===== config.mk =====
export PLATFORM = sky130hd
export DESIGN_NAME = rob_core
export DESIGN_NICKNAME = d
export VERILOG_FILES = /design/src/rtl/rob_pkg.sv /design/src/rtl/rob_head_eval.sv /design/src/rtl/rob_tag_match.sv /design/src/rtl/rob_flush_mask.sv /design/src/rtl/rob_core.sv
export SDC_FILE = /design/constraint.sdc
export NUM_CORES = 1
export LEC_CHECK = 0
export ABC_AREA = 1
export BUFFER_PORTS_ARGS = -buffer_cell sky130_fd_sc_hd__buf_2
export CAP_MARGIN = 20
export CORE_MARGIN = 1
export CORE_UTILIZATION = 26
export CTS_CLUSTER_DIAMETER = 30
export CTS_CLUSTER_SIZE = 25
export DETAILED_ROUTE_END_ITERATION = 6
export SLEW_MARGIN = 10
export SYNTH_ARGS = -nofsm -noshare
export SYNTH_HDL_FRONTEND = slang
export SYNTH_HIERARCHICAL = 1
export SYNTH_SLANG_ARGS = --single-unit

===== constraint.sdc =====
create_clock -name clk -period 5.05 [get_ports clk]
set_input_delay 0.7575 -clock clk [delete_from_list [all_inputs] [get_ports clk]]
set_output_delay 0.7575 -clock clk [all_outputs]
set_load 0.005 [all_outputs]

===== src/rtl/rob_pkg.sv =====
package rob_pkg;

    // Condition of the oldest slot, as seen by retirement
    typedef enum logic [1:0] {
        HS_EMPTY  = 2'd0,
        HS_WAIT   = 2'd1,
        HS_RETIRE = 2'd2,
        HS_TRAP   = 2'd3
    } head_state_e;

endpackage


===== src/rtl/rob_head_eval.sv =====
module rob_head_eval
    import rob_pkg::*;
(
    input  logic        head_valid,
    input  logic        head_done,
    input  logic        head_exc,
    output head_state_e state
);

    always_comb begin
        if (!head_valid) begin
            state = HS_EMPTY;
        end else if (!head_done) begin
            state = HS_WAIT;
        end else if (head_exc) begin
            state = HS_TRAP;
        end else begin
            state = HS_RETIRE;
        end
    end

endmodule


===== src/rtl/rob_tag_match.sv =====
module rob_tag_match #(
    parameter int DEPTH = 8,
    parameter int TAG_W = 6,
    localparam int IDX_W = $clog2(DEPTH)
) (
    input  logic [DEPTH-1:0]       valid_vec,
    input  logic [DEPTH*TAG_W-1:0] tag_flat,
    input  logic                   probe_valid,
    input  logic [TAG_W-1:0]       probe_tag,
    output logic                   hit,
    output logic [IDX_W-1:0]       hit_idx
);

    logic [DEPTH-1:0] match;

    for (genvar i = 0; i < DEPTH; i++) begin : g_cmp
        assign match[i] = probe_valid && valid_vec[i]
                          && (tag_flat[i*TAG_W +: TAG_W] == probe_tag);
    end

    // lowest matching slot wins; tags are unique in flight
    always_comb begin
        hit_idx = '0;
        for (int i = DEPTH - 1; i >= 0; i--) begin
            if (match[i]) begin
                hit_idx = IDX_W'(i);
            end
        end
    end

    assign hit = |match;

endmodule


===== src/rtl/rob_flush_mask.sv =====
module rob_flush_mask #(
    parameter int DEPTH = 8,
    localparam int IDX_W = $clog2(DEPTH),
    localparam int PTR_W = IDX_W + 1
) (
    input  logic [DEPTH-1:0] valid_vec,
    input  logic [PTR_W-1:0] head_ptr,
    input  logic [IDX_W-1:0] br_idx,
    output logic [DEPTH-1:0] squash_vec,
    output logic [PTR_W-1:0] new_tail
);

    logic [IDX_W-1:0] head_idx;
    logic [IDX_W-1:0] br_age;
    logic             br_wrap;

    assign head_idx = head_ptr[IDX_W-1:0];
    assign br_age   = br_idx - head_idx;

    // distance from the oldest slot decides who is younger than the branch
    for (genvar j = 0; j < DEPTH; j++) begin : g_age
        logic [IDX_W-1:0] slot_age;
        assign slot_age      = IDX_W'(j) - head_idx;
        assign squash_vec[j] = valid_vec[j] && (slot_age > br_age);
    end

    // a branch stored below the head index sits on the next lap
    assign br_wrap  = (br_idx >= head_idx) ? head_ptr[IDX_W] : ~head_ptr[IDX_W];
    assign new_tail = {br_wrap, br_idx} + PTR_W'(1);

endmodule


===== src/rtl/rob_core.sv =====
module rob_core
    import rob_pkg::*;
#(
    parameter int DEPTH = 8,
    parameter int TAG_W = 6,
    parameter int PC_W  = 32
) (
    input  logic             clk,
    input  logic             rst_n,
    input  logic             alloc_valid,
    input  logic [TAG_W-1:0] alloc_tag,
    input  logic [PC_W-1:0]  alloc_pc,
    output logic             alloc_ready,
    input  logic             cmp_valid,
    input  logic [TAG_W-1:0] cmp_tag,
    input  logic             cmp_exc,
    input  logic             cmp_mispred,
    output logic             commit_valid,
    output logic [TAG_W-1:0] commit_tag,
    output logic             exc_valid,
    output logic [PC_W-1:0]  exc_pc,
    output logic             flush,
    input  logic             restart
);

    localparam int IDX_W = $clog2(DEPTH);
    localparam int PTR_W = IDX_W + 1;

    typedef struct packed {
        logic             valid;
        logic             done;
        logic             exc;
        logic [TAG_W-1:0] tag;
        logic [PC_W-1:0]  pc;
    } slot_t;

    typedef struct packed {
        slot_t [DEPTH-1:0] slot;
        logic  [PTR_W-1:0] head;
        logic  [PTR_W-1:0] tail;
    } state_t;

    state_t st_q, st_d;

    logic [DEPTH-1:0]       valid_vec;
    logic [DEPTH*TAG_W-1:0] tag_flat;
    logic                   hit;
    logic [IDX_W-1:0]       hit_idx;
    logic [DEPTH-1:0]       squash_vec;
    logic [PTR_W-1:0]       flush_tail;
    logic [IDX_W-1:0]       head_idx;
    logic [IDX_W-1:0]       tail_idx;
    logic                   full;
    logic                   commit_fire;
    logic                   alloc_fire;
    head_state_e            hs;

    assign head_idx = st_q.head[IDX_W-1:0];
    assign tail_idx = st_q.tail[IDX_W-1:0];
    assign full     = (head_idx == tail_idx) && (st_q.head[IDX_W] != st_q.tail[IDX_W]);

    always_comb begin
        for (int i = 0; i < DEPTH; i++) begin
            valid_vec[i]                 = st_q.slot[i].valid;
            tag_flat[i*TAG_W +: TAG_W]   = st_q.slot[i].tag;
        end
    end

    rob_tag_match #(.DEPTH(DEPTH), .TAG_W(TAG_W)) u_match (
        .valid_vec   (valid_vec),
        .tag_flat    (tag_flat),
        .probe_valid (cmp_valid),
        .probe_tag   (cmp_tag),
        .hit         (hit),
        .hit_idx     (hit_idx)
    );

    rob_flush_mask #(.DEPTH(DEPTH)) u_squash (
        .valid_vec  (valid_vec),
        .head_ptr   (st_q.head),
        .br_idx     (hit_idx),
        .squash_vec (squash_vec),
        .new_tail   (flush_tail)
    );

    rob_head_eval u_head (
        .head_valid (st_q.slot[head_idx].valid),
        .head_done  (st_q.slot[head_idx].done),
        .head_exc   (st_q.slot[head_idx].exc),
        .state      (hs)
    );

    assign commit_fire  = (hs == HS_RETIRE);
    assign exc_valid    = (hs == HS_TRAP);
    assign flush        = cmp_valid && hit && cmp_mispred;
    assign alloc_ready  = !exc_valid && !flush && (!full || commit_fire);
    assign alloc_fire   = alloc_valid && alloc_ready && !restart;
    assign commit_valid = commit_fire;
    assign commit_tag   = st_q.slot[head_idx].tag;
    assign exc_pc       = st_q.slot[head_idx].pc;

    always_comb begin
        st_d = st_q;

        // completion broadcast
        if (cmp_valid && hit) begin
            st_d.slot[hit_idx].done = 1'b1;
            st_d.slot[hit_idx].exc  = st_q.slot[hit_idx].exc | cmp_exc;
        end

        // squash everything behind a mispredicted branch
        if (flush) begin
            for (int j = 0; j < DEPTH; j++) begin
                if (squash_vec[j]) begin
                    st_d.slot[j].valid = 1'b0;
                end
            end
            st_d.tail = flush_tail;
        end

        // in-order retirement
        if (commit_fire) begin
            st_d.slot[head_idx].valid = 1'b0;
            st_d.head                 = st_q.head + PTR_W'(1);
        end

        // dispatch; never coincides with a flush
        if (alloc_fire) begin
            st_d.slot[tail_idx] = '{valid: 1'b1, done: 1'b0, exc: 1'b0,
                                    tag: alloc_tag, pc: alloc_pc};
            st_d.tail           = st_q.tail + PTR_W'(1);
        end

        if (restart) begin
            st_d = '0;
        end
    end

    always_ff @(posedge clk or negedge rst_n) begin
        if (!rst_n) begin
            st_q <= '0;
        end else begin
            st_q <= st_d;
        end
    end

endmodule


# After elaboration in Yosys (flattened, before gate mapping)

Index checks and enable logic that the tools add are counted.

Logic and storage cells: 175
Input bits: 51
Bits in registers: 336

$add $sub $neg: 12
Muxes and demuxes: 50
Reductions and logical operators: 42
Equality and inequality tests: 12
Magnitude comparators: 15
Bitwise gates (word level): 2

Operators with widths:

| kind                                                                          | number |
|---|---|
| 328-bit bitwise mux                                                           | 4 |
| 328-bit two-way mux                                                           | 2 |
| 41-bit demux with 3-bit select                                                | 4 |
| 336-bit two-way mux                                                           | 1 |
| 332-bit two-way mux                                                           | 1 |
| 41-bit binary-select mux with 3-bit select                                    | 2 |
| 41-bit two-way mux                                                            | 3 |
| 39-bit two-way mux                                                            | 2 |
| 6-bit == test                                                                 | 8 |
| 40-bit two-way mux                                                            | 1 |
| 1-bit logical AND                                                             | 34 |
| 3-bit > comparator                                                            | 8 |
| 3-bit two-way mux                                                             | 8 |
| 1-bit two-way mux                                                             | 18 |
| 4-bit by 1-bit adder with 4-bit output (second input constant)                | 3 |
| 3-bit by 4-bit less-than comparator with 1-bit output (second input constant) | 3 |
| 3-bit subtractor (first input constant)                                       | 4 |
| 3-bit by 1-bit >= comparator with 1-bit output (second input constant)        | 3 |
| 4-bit two-way mux                                                             | 2 |
| 8-bit OR reduction                                                            | 1 |
| 1-bit by 3-bit subtractor with 3-bit output (first input constant)            | 2 |
| 2-bit by 3-bit subtractor with 3-bit output (first input constant)            | 2 |
| 2-bit == test (second input constant)                                         | 2 |
| 1-bit logical NOT                                                             | 4 |
| 10 further kinds                                                              | 11 |

# Depth between registers and ports, before layout

Gate-level depths: netlist of run 1.

Depth after elaboration: 24
Gate-level depth with buffers: 27
Gate-level depth less buffers: 26

# Modules after synthesis

Netlist of run 1, hierarchy kept.

Modules (own cells, without submodules):

| module         | area an instance (µm²) | cells each | times used |
|---|---|---|---|
| rob_core       | 16042.9                | 2042       | 1 |
| rob_tag_match  | 895.9                  | 168        | 1 |
| rob_flush_mask | 625.6                  | 98         | 1 |
| rob_head_eval  | 23.8                   | 5          | 1 |

# Worst setup path after synthesis of run 1

OpenSTA, ideal clock, no wires.

Kind: input -> register
Start: input port cmp_valid
End: register st_q[171] (netlist bit)
Data required time: 4969 ps
Setup time: 81 ps
Stages: 24
Setup slack: 1551 ps
Arrival: 3418 ps
Cells stage by stage: buf_2 nand2_1 a21oi_1 nand3_1 nor2_1 nand2_1 nand2_1 nand2_1 nand2_1 nand2_1 a21oi_2 inv_1 ha_1 inv_1 fa_1 inv_1 ha_1 inv_1 o21bai_1 o21ai_0 a21oi_1 a21oi_1 o21ai_0 a21oi_1

RTL lines:

| item                 | line            | RTL |
|---|---|---|
| from (decl)          | rob_core.sv:14  | `input logic cmp_valid,` |
| to (signal assigned) | rob_core.sv:143 | `st_q <= st_d;` |
| to (decl)            | rob_core.sv:43  | `state_t st_q, st_d;` |

# Final worst setup path of run 1

Start: register st_q (netlist bit head_idx[0])
End: output port alloc_ready

Elaborated cells on any way between the ends: 14
Those cells by class: 3 x eq/ne; 5 x mux; 6 x reduce/logical

RTL lines:

| item                                           | line                           | RTL |
|---|---|---|
| 41-bit binary-select mux with 3-bit select (*) | rob_core.sv:87, rob_core.sv:88 |  |
| 41-bit two-way mux (*)                         | n/a                            |  |
| 2-bit two-way mux                              | rob_head_eval.sv:13            | `end else if (!head_done) begin` |
| 2-bit two-way mux (*)                          | rob_head_eval.sv:11            | `if (!head_valid) begin` |
| via hs[1]                                      | rob_core.sv:56                 | `head_state_e hs;` |
| 2-bit == test                                  | rob_core.sv:94                 | `assign exc_valid = (hs == HS_TRAP);` |
| 1-bit logical NOT                              | rob_core.sv:96                 | `assign alloc_ready = !exc_valid && !flush && (!full \|\| commit_fire);` |
| 1-bit logical AND                              | rob_core.sv:96                 |  |
| 1-bit logical AND (*)                          | rob_core.sv:96                 |  |
| to (decl)                                      | rob_core.sv:13                 | `output logic alloc_ready,` |

The timed path passes the listed nets; every way through them passes the cells marked *. The select of a mux whose other input is x is not followed.

==> impl_metrics.yaml, run 1 <==
status:
  status: "completed"
setup_path:
  crit_path_start_kind: "flip-flop"
  end_kind: "primary output"
  worstPathArrival_ps: 3340
  cp_max_fo: 41
  critPathKind: "flip-flop to primary output"
  required_ps: 4290
timing:
  finalHoldViolations: 0
  fmax_mhz: 244
  finalSetupTns_ps: 0
  setup-violations-final: 0
  slew_viol_final: 0
  finalCritPeriodShare: 0.812
  period_needed_ps: 4100
  worst_slew_margin_rel: 0.357
  skew_ps: 31.0
  worst_slew_pin_slew_ps: 965
  holdWs_ps: 245
  rsz0062_at_grt: "false"
cells_and_area:
  area_growth_pct: 22.7
  fillers: 7037
  instances_no_fill: 3288
  layout-drive-gt1-share: 0.139
  nNetsFinal: 2424
  fin_area_um2: 21600
cts:
  clkLatencyLatePin_ps: 610
  hold_buffers: 0
  numCtsBuffers: 79
  cts-root-buf: "clkbuf_16"
  tritoncts: "built"
  path_clk_slew_ps: 40
  clock_path_buffers: 3
  cts_resized: 0
  numClockSinks: 336
  htreeDepth: 3
  cts_setup_buffers: 0
detailed_routing:
  viasPerCell: 4.81
  via_count: 15800
  route.met2.wl_mm: 26.7
  drt_first_pass_iters: 5
  drc_errors: 0
  wl_mm: 59.6
  avgRoutedWirePerCell_um: 18.1
  dr_wl_met3_mm: 3.85
  drtIter0Drc: 1558
  top_layer: "met5"
  wl_met1_mm: 27.6
  antenna_left: 0
synthesis:
  synth_most_common_cell: "nand2_1"
  yosysTopAreaCellShare: 0.478
  synth_top_family_by_area: "simple AND/OR/NAND/NOR gates"
  synth_nets: 2379
  synthTopCellsByCount: "744 x nand2_1, 336 x dfrtp_1, 277 x o21ai_0"
  netlist_top_cells_area: "dfrtp_1 48%, nand2_1 16%, o21ai_0 7.9%"
  syn_avg_cell_area_um2: 7.60
  seq_area_frac_synth: 0.478
  synth-async-reset-ratio: 1.00
  synthMuxAreaShare: 0
  ys_warn_count: 6
  yosys.area_share.simple: 0.252
  synthAdderAreaFrac: 0.0111
  synth-edff-count: 0
  ys_ff_latch: 336
  synth_compound_area_frac: 0.151
  synthCells: 2313
  synth_ff_type: "dfrtp_1"
  synth.distinct_cells: 43
  synth_top_cell_by_area: "dfrtp_1"
  syn-cell-area_um2: 17600
  synth_xor_area_frac: 0.0144
die:
  rows: 94
  dieWidth_um: 262
  pin_count: 93
  initial_utilization: 0.265
  coreArea_um2: 66300
  die_area_um2: 68700
  die_y_um: 262
placed_design:
  io_buffer_count: 92
  hpwl_mm: 36.3
  post-place-cells: 3141
  place.gp.congestion: 0.873
  postPlaceCellArea_um2: 18700
global_routing:
  antenna_found_initial: 6
  grt_pass1_vias: 15300
  grt_use_total: 0.174
  grt_max_degree: 202
  grt_pass1_wl_mm: 92.2
  overflow: 0
power_and_ir_drop:
  power_density_nw_per_um2: 411
  p_leak_nw: 10.5
  peakVddDrop_v: 0.000215
  fin_total_pwr_mw: 8.87
job:
  cap_violations: 0
hold_path:
  holdCritPathClass: "input port to async pin"
## sequential cells by signal, indices dropped and copies added, names as in the netlist
signal	count
head_idx	3
st_q	333
## final cells by class
cell class / count / area (um2) / share of cell area
antenna: 1 / 2.50 / 0.000116
clock inverter: 38 / 587 / 0.0272
clock buffer: 108 / 2270 / 0.105
tap: 864 / 1080 / 0.0501
multi-input combinational: 1616 / 7580 / 0.352
sequential: 336 / 8410 / 0.390
timing repair buffer: 133 / 903 / 0.0419
inverter: 192 / 734 / 0.0340
## worst paths after layout
path                                         startpoint                    end  slack (ps)  cells past startpoint
worst max-delay path            head_idx[0]$_DFFE_PN0P_            alloc_ready         950                     12
worst max register to register    st_q[168]$_DFFE_PN0P_    st_q[253]$_DFF_PN0_        1270                     19
max in group asynchronous                         rst_n  st_q[140]$_DFFE_PN0P_        3750                      2
worst min register to register    st_q[140]$_DFFE_PN0P_  st_q[140]$_DFFE_PN0P_         460                      2
min in group clk                            alloc_pc[1]  st_q[132]$_DFFE_PN0P_         460                      3
worst min-delay path                              rst_n    st_q[170]$_DFF_PN0_         250                      1
## worst max-delay path, cell delays in order (launching register included)
cell,delay (ps)
dfrtp_4,680
buf_4,490
nor2_1,100
nor2_1,100
o21ai_0,130
o2111ai_1,210
nand2_1,90
inv_1,80
nand2_1,130
nand2_1,100
nor2_2,60
a21oi_4,310
buf_2,210
## routing by layer
| metal | up-vias | GRT usage |
|---|---|---|
| met5 | - | 0 |
| met4 | 6 | 0.0522 |
| met3 | 104 | 0.0371 |
| met2 | 525 | 0.268 |
| met1 | 7620 | 0.245 |
| li1 | 7547 | - |
## through the flow
stage	setup slack (ps)	util
2_1_floorplan	1550	-
3_3_place_gp	727	0.282
3_5_place_dp	765	0.282
4_1_cts	958	0.325
5_1_grt	697	0.325
6_report	951	0.325
## cells in the final DEF, fill, tap and decap left out, types with 9 or more instances in the layout
| master | count |
|---|---|
| dfrtp_1 | 335 |
| nand2_1 | 743 |
| clkinv_2 | 10 |
| o21ai_0 | 275 |
| xor2_1 | 13 |
| nand3_1 | 116 |
| xnor2_1 | 9 |
| inv_2 | 16 |
| inv_1 | 168 |
| clkbuf_8 | 14 |
| buf_4 | 31 |
| nand4_1 | 11 |
| o2111ai_1 | 37 |
| o21ai_1 | 11 |
| ha_1 | 14 |
| bufinv_16 | 10 |
| nor2_1 | 182 |
| buf_2 | 91 |
| clkbuf_16 | 81 |
| clkinvlp_4 | 9 |
| buf_12 | 10 |
| clkbuf_1 | 13 |
| a21oi_1 | 135 |
## power breakdown
group / internal (mW) / total (mW) / switching [mW]
Clock: 3.68 / 5.37 / 1.69
Sequential: 2.80 / 2.86 / 0.0660
Combinational: 0.167 / 0.642 / 0.475
Total: 6.64 / 8.87 / 2.23
## cell families after synthesis
group           count (synthesis)
flops                         336
buf+inv                       361
simple gates                 1090
fa+ha+maj                      15
compound gates                486
xor+xnor                       25
No activity file was read; power rests on OpenSTA's default activity.
==> run 2: changes to the inputs <==
--- a/config.mk
+++ b/config.mk
@@ -5,7 +5,7 @@
 export SDC_FILE = /design/constraint.sdc
 export NUM_CORES = 1
 export LEC_CHECK = 0
-export ABC_AREA = 1
+export ABC_AREA = 0
 export BUFFER_PORTS_ARGS = -buffer_cell sky130_fd_sc_hd__buf_2
 export CAP_MARGIN = 20
 export CORE_MARGIN = 1
==> constraint.sdc (replaced) <==
create_clock -name clk -period 4.2 [get_ports clk]
set_input_delay 0.63 -clock clk [delete_from_list [all_inputs] [get_ports clk]]
set_output_delay 0.63 -clock clk [all_outputs]
set_load 0.005 [all_outputs]
==> impl_metrics.yaml, run 2 <==
status:
  status: "completed"
timing:
  worst_slew_margin_rel: 0.334
  setup-violations-final: 0
  rsz0062_at_grt: "false"
  holdWs_ps: 120
  skew_ps: 29.0
  period_needed_ps: 4020
  finalHoldViolations: 0
  finalCritPeriodShare: 0.958
  worst_slew_pin_slew_ps: 999
  fmax_mhz: 249
  slew_viol_final: 0
  setup_ws_ps: 177
setup_path:
  worstPathArrival_ps: 3390
  cpLargestDelayFamily: "multiplexers"
  slowest_delay_ps: 710
  cp_slowest_cell: "dfrtp_4"
  worstPathCellList: "mux4_2 -> mux2_2 -> and2_1 -> a32oi_1 -> a21boi_1 -> buf_2"
  crit_path_start_kind: "flip-flop"
  critPathKind: "flip-flop to primary output"
  worst-path-buf-inv: 1
  end_kind: "primary output"
  cp_max_fo: 20
  required_ps: 3570
cells_and_area:
  largest_reg_flops: 333
  top_register: "st_q"
  area_growth_pct: 22.5
  layout-drive-gt1-share: 0.241
  final_cell_mix: "333 x dfrtp_1, 330 x nand2_1, 270 x mux2i_1, 91 x buf_2, 83 x mux4_2"
  nNetsFinal: 1669
  final_common_cell: "dfrtp_1"
synthesis:
  synth-edff-count: 0
  synth-async-reset-ratio: 1.00
  synth_ff_type: "dfrtp_1"
  syn-cell-area_um2: 17700
  netlist_top_cells_area: "dfrtp_1 48%, mux2i_1 15%, mux4_2 11%"
  synth.distinct_cells: 61
  yosysTopAreaCellShare: 0.475
  syn_avg_cell_area_um2: 11.8
  ys_warn_count: 6
  seq_area_frac_synth: 0.475
  synthTopCellsByCount: "336 x dfrtp_1, 330 x nand2_1, 270 x mux2i_1"
  synthCells: 1500
  synth_top_cell_by_area: "dfrtp_1"
  ys_ff_latch: 336
  synth_nets: 1566
  synth_most_common_cell: "dfrtp_1"
power_and_ir_drop:
  internal_power_mw: 7.39
  seqPwrFrac: 0.350
  fin_total_pwr_mw: 9.63
  p_sw_frac: 0.232
  clkPwrFrac: 0.586
  peakVddDrop_v: 0.000281
  p_switching_mw: 2.24
  power_density_nw_per_um2: 444
  p_leak_nw: 10.6
  p_comb_frac: 0.064
global_routing:
  antenna_found_initial: 10
  grt_pass1_wl_mm: 80.8
  grt_pass1_vias: 13300
  grt_use_total: 0.150
  grt_max_degree: 112
  overflow: 0
cts:
  clkLatencyLatePin_ps: 600
  tritoncts: "built"
  path_clk_slew_ps: 40
  cts-root-buf: "clkbuf_16"
  numCtsBuffers: 71
  hold_buffers: 0
  htreeDepth: 3
  cts_setup_buffers: 0
  clock_path_buffers: 3
  numClockSinks: 336
detailed_routing:
  drt_first_pass_iters: 5
  avgRoutedWirePerCell_um: 20.4
  via_count: 12500
  viasPerCell: 4.95
  wl_mm: 51.7
  drtIter0Drc: 938
  drc_errors: 0
  antenna_left: 0
die:
  initial_utilization: 0.263
  dieWidth_um: 263
  rows: 95
  die_y_um: 263
  die_area_um2: 69100
  pin_count: 93
  coreArea_um2: 67300
hold_path:
  holdCritPathClass: "input port to async pin"
job:
  cap_violations: 0
placed_design:
  hpwl_mm: 32.5
  place.gp.congestion: 0.842
  io_buffer_count: 92
  pre_cts_ws_ps: -39.0
## run 2: cells by family after synthesis
group,share of synthesized area
AOI/OAI and AO/OA,0.0493
and+or+nand+nor,0.107
adders and majority gates,0.0110
muxes,0.284
buffers and inverters,0.0411
DFF,0.475
xor gates and xnor gates,0.0316
## run 2: worst paths after layout
path	start	end	slack [ps]	depth (start not counted)
max	head_idx[0]$_DFFE_PN0P_	alloc_ready	180	6
min	rst_n	st_q[203]$_DFFE_PN0P_	120	1
max reg2reg	st_q[291]$_DFFE_PN0P_	st_q[171]$_DFF_PN0_	360	18
min reg2reg	st_q[334]$_DFF_PN0_	st_q[334]$_DFF_PN0_	500	1
max in group asynchronous	rst_n	st_q[12]$_DFFE_PN0P_	2970	2
min in group clk	alloc_pc[28]	st_q[323]$_DFFE_PN0P_	270	2
## run 2: metal layers
layer  GRT usage  up-vias  part of all wire
met3      0.0323       97             0.054
li1            -     5564                 -
met5           0        -            0.0022
met1       0.196     6504              0.44
met4      0.0575       18             0.024
met2       0.243      339              0.48
## run 2: per-stage QoR
| step | std cells | setup TNS, ps | cell area (um2) | util |
|---|---|---|---|---|
| floorplan | 1500 | 0 | 17700 | - |
| global placement | 2403 | -6.40 | 19300 | 0.286 |
| detailed placement | 2403 | -39.0 | 19300 | 0.286 |
| CTS | 2530 | 0 | 21700 | 0.322 |
| global route | 2530 | 0 | 21700 | 0.322 |
| finish | 2531 | 0 | 21700 | 0.322 |
## run 2: layout make-up
class                           instances  area [um2]
Tap cell                              873        1090
Fill cell                            6722       45600
Sequential cell                       336        8420
Inverter                               15        63.8
Antenna cell                            1        2.50
Timing Repair Buffer                  145        1030
Clock buffer                           95        1940
Clock inverter                         32         477
Multi-Input combinational cell       1034        8660
## run 2: power by group through the flow
| stage | clock, mW | sequential (mW) | combinational, mW |
|---|---|---|---|
| floorplan | 0 | 3.40 | 0.361 |
| global placement | 0 | 3.41 | 0.614 |
| detailed placement | 0 | 3.41 | 0.624 |
| CTS | 5.75 | 3.36 | 0.628 |
| global route | 5.91 | 3.37 | 0.674 |
| finish | 5.65 | 3.37 | 0.619 |
## run 2: worst reg2reg max path: cells and delay by family (launching register included)
kind                       cells  cell delay, ps
DFF                            1             430
adders and majority gates      3             970
and+or+nand+nor                4             700
AOI/OAI and AO/OA              7            1220
xor gates and xnor gates       1             180
buffers and inverters          3             260
## run 2: repair_timing
action	CTS	global route
gates resized for setup	0	2
hold endpoints to repair	0	0
endpoints found under the setup margin	0	2
==> run 3: changes to the inputs <==
--- a/config.mk
+++ b/config.mk
@@ -6,13 +6,13 @@
 export NUM_CORES = 1
 export LEC_CHECK = 0
 export ABC_AREA = 0
-export BUFFER_PORTS_ARGS = -buffer_cell sky130_fd_sc_hd__buf_2
 export CAP_MARGIN = 20
 export CORE_MARGIN = 1
 export CORE_UTILIZATION = 26
 export CTS_CLUSTER_DIAMETER = 30
 export CTS_CLUSTER_SIZE = 25
 export DETAILED_ROUTE_END_ITERATION = 6
+export DONT_BUFFER_PORTS = 1
 export SLEW_MARGIN = 10
 export SYNTH_ARGS = -nofsm -noshare
 export SYNTH_HDL_FRONTEND = slang
==> constraint.sdc (replaced) <==
create_clock -name clk -period 4.6 [get_ports clk]
set_input_delay 0.69 -clock clk [delete_from_list [all_inputs] [get_ports clk]]
set_output_delay 0.69 -clock clk [all_outputs]
set_load 0.005 [all_outputs]
==> impl_metrics.yaml, run 3 (synthesis gave the netlist of run 2 again) <==
detailed_routing:
  drt_first_pass_iters: 5
  drc_errors: 0
  via_count: 12200
  avgRoutedWirePerCell_um: 20.6
  viasPerCell: 4.99
  wl_mm: 50.2
  antenna_left: 0
  drtIter0Drc: 1073
timing:
  rsz0062_at_grt: "false"
  finalCritPeriodShare: 0.931
  worst_slew_margin_rel: 0.305
  period_needed_ps: 4280
  holdWs_ps: -170
  setup-violations-final: 0
  skew_ps: 26.7
  worst_slew_pin_slew_ps: 1030
  finalHoldViolations: 336
  slew_viol_final: 0
  finalSetupTns_ps: 0
  setup_ws_ps: 319
  fmax_mhz: 234
setup_path:
  cp_max_fo: 20
  crit_path_start_kind: "flip-flop"
  required_ps: 3910
  worstPathArrival_ps: 3590
  critPathKind: "flip-flop to primary output"
  end_kind: "primary output"
die:
  pin_count: 93
  die_area_um2: 69100
  initial_utilization: 0.263
  die_y_um: 263
  rows: 95
  coreArea_um2: 67300
  dieWidth_um: 263
cells_and_area:
  top_register: "st_q"
  finish.utilization: 0.317
  final_cell_mix: "333 x dfrtp_1, 330 x nand2_1, 270 x mux2i_1, 83 x mux4_2, 79 x clkbuf_16"
  area_growth_pct: 20.6
  largest_reg_flops: 333
  fin_area_um2: 21300
  nNetsFinal: 1568
  final_common_cell: "dfrtp_1"
  layout-drive-gt1-share: 0.200
power_and_ir_drop:
  p_leak_nw: 10.3
  fin_total_pwr_mw: 9.22
  peakVddDrop_v: 0.000270
  power_density_nw_per_um2: 432
global_routing:
  grt_max_degree: 337
  grt_pass1_vias: 12800
  grt_pass1_wl_mm: 78.6
  overflow: 0
  antenna_found_initial: 1
  grt_use_total: 0.146
cts:
  cts-root-buf: "clkbuf_16"
  path_clk_slew_ps: 50
  clock_path_buffers: 3
  numClockSinks: 336
  clkLatencyLatePin_ps: 610
  cts_setup_buffers: 0
  tritoncts: "built"
  htreeDepth: 3
  cts_resized: 0
  numCtsBuffers: 78
hold_path:
  holdCritPathClass: "input port to async pin"
status:
  status: "finished, violations left"
  violations: "negative hold slack"
placed_design:
  hpwl_mm: 30.6
  io_buffer_count: 0
  place.gp.congestion: 0.858
  postPlaceCellArea_um2: 18600
  pre_cts_ws_ps: 535
job:
  cap_violations: 0
[run 3: changes by cell type in the layout (fill, tap and decap cells not counted), moves of 6 or more]
| cell | change |
|---|---|
| buf_12 | -6 |
| clkbuf_16 | +8 |
| clkbuf_1 | -6 |
| clkinv_2 | +8 |
| buf_2 | -91 |
| clkbuf_8 | +8 |
| buf_4 | -10 |
[run 3: area by class of cell]
| type | count | area (um2) |
|---|---|---|
| fill | 6664 | 45900 |
| multi-input combinational | 1034 | 8660 |
| sequential | 336 | 8420 |
| clock buffer | 105 | 2220 |
| tap | 873 | 1090 |
| clock inverter | 38 | 523 |
| timing repair buffer | 37 | 365 |
| inverter | 15 | 63.8 |
| antenna | 1 | 2.50 |
[run 3: path summary, 6_finish.rpt]
path                       depth (start not counted)                     to                     from  slack (ps)
max reg2reg                                        8  st_q[114]$_DFFE_PN0P_  head_idx[0]$_DFFE_PN0P_         630
min                                                0  st_q[260]$_DFFE_PN0P_                    rst_n        -170
max                                                7            alloc_ready  head_idx[0]$_DFFE_PN0P_         320
min reg2reg                                        1    st_q[334]$_DFF_PN0_      st_q[334]$_DFF_PN0_         490
min in group clk                                   1    st_q[7]$_DFFE_PN0P_                  restart         160
max in group asynchronous                          0  st_q[213]$_DFFE_PN0P_                    rst_n        4090
[run 3: per-stage QoR]
stage                     hold slack, ps  std cells
after global placement               435       2295
after floorplan                      394       1500
after detailed placement             437       2295
after global routing                -200       2438
after CTS                           -209       2438
final                               -170       2439
[run 3: critical path: stages, from the launching register on]
cell and delay, ps:
dfrtp_4 670, mux4_2 550, mux2_2 310, a21boi_1 210, nor2b_1 630, nor2_2 100, a21boi_0 340, buf_4 190
[run 3: power by group]
| part | switching (mW) | internal [mW] |
|---|---|---|
| clock | 1.78 | 3.94 |
| combinational | 0.255 | 0.171 |
| sequential | 0.0450 | 3.03 |
[run 3: metal layers]
layer | part of all wire | vias up | track usage
met1 | 0.44 | 6374 | 0.189
met5 | 0 | - | 0
li1 | - | 5369 | -
met3 | 0.072 | 77 | 0.0424
met4 | 0.022 | 0 | 0.0525
met2 | 0.47 | 353 | 0.232
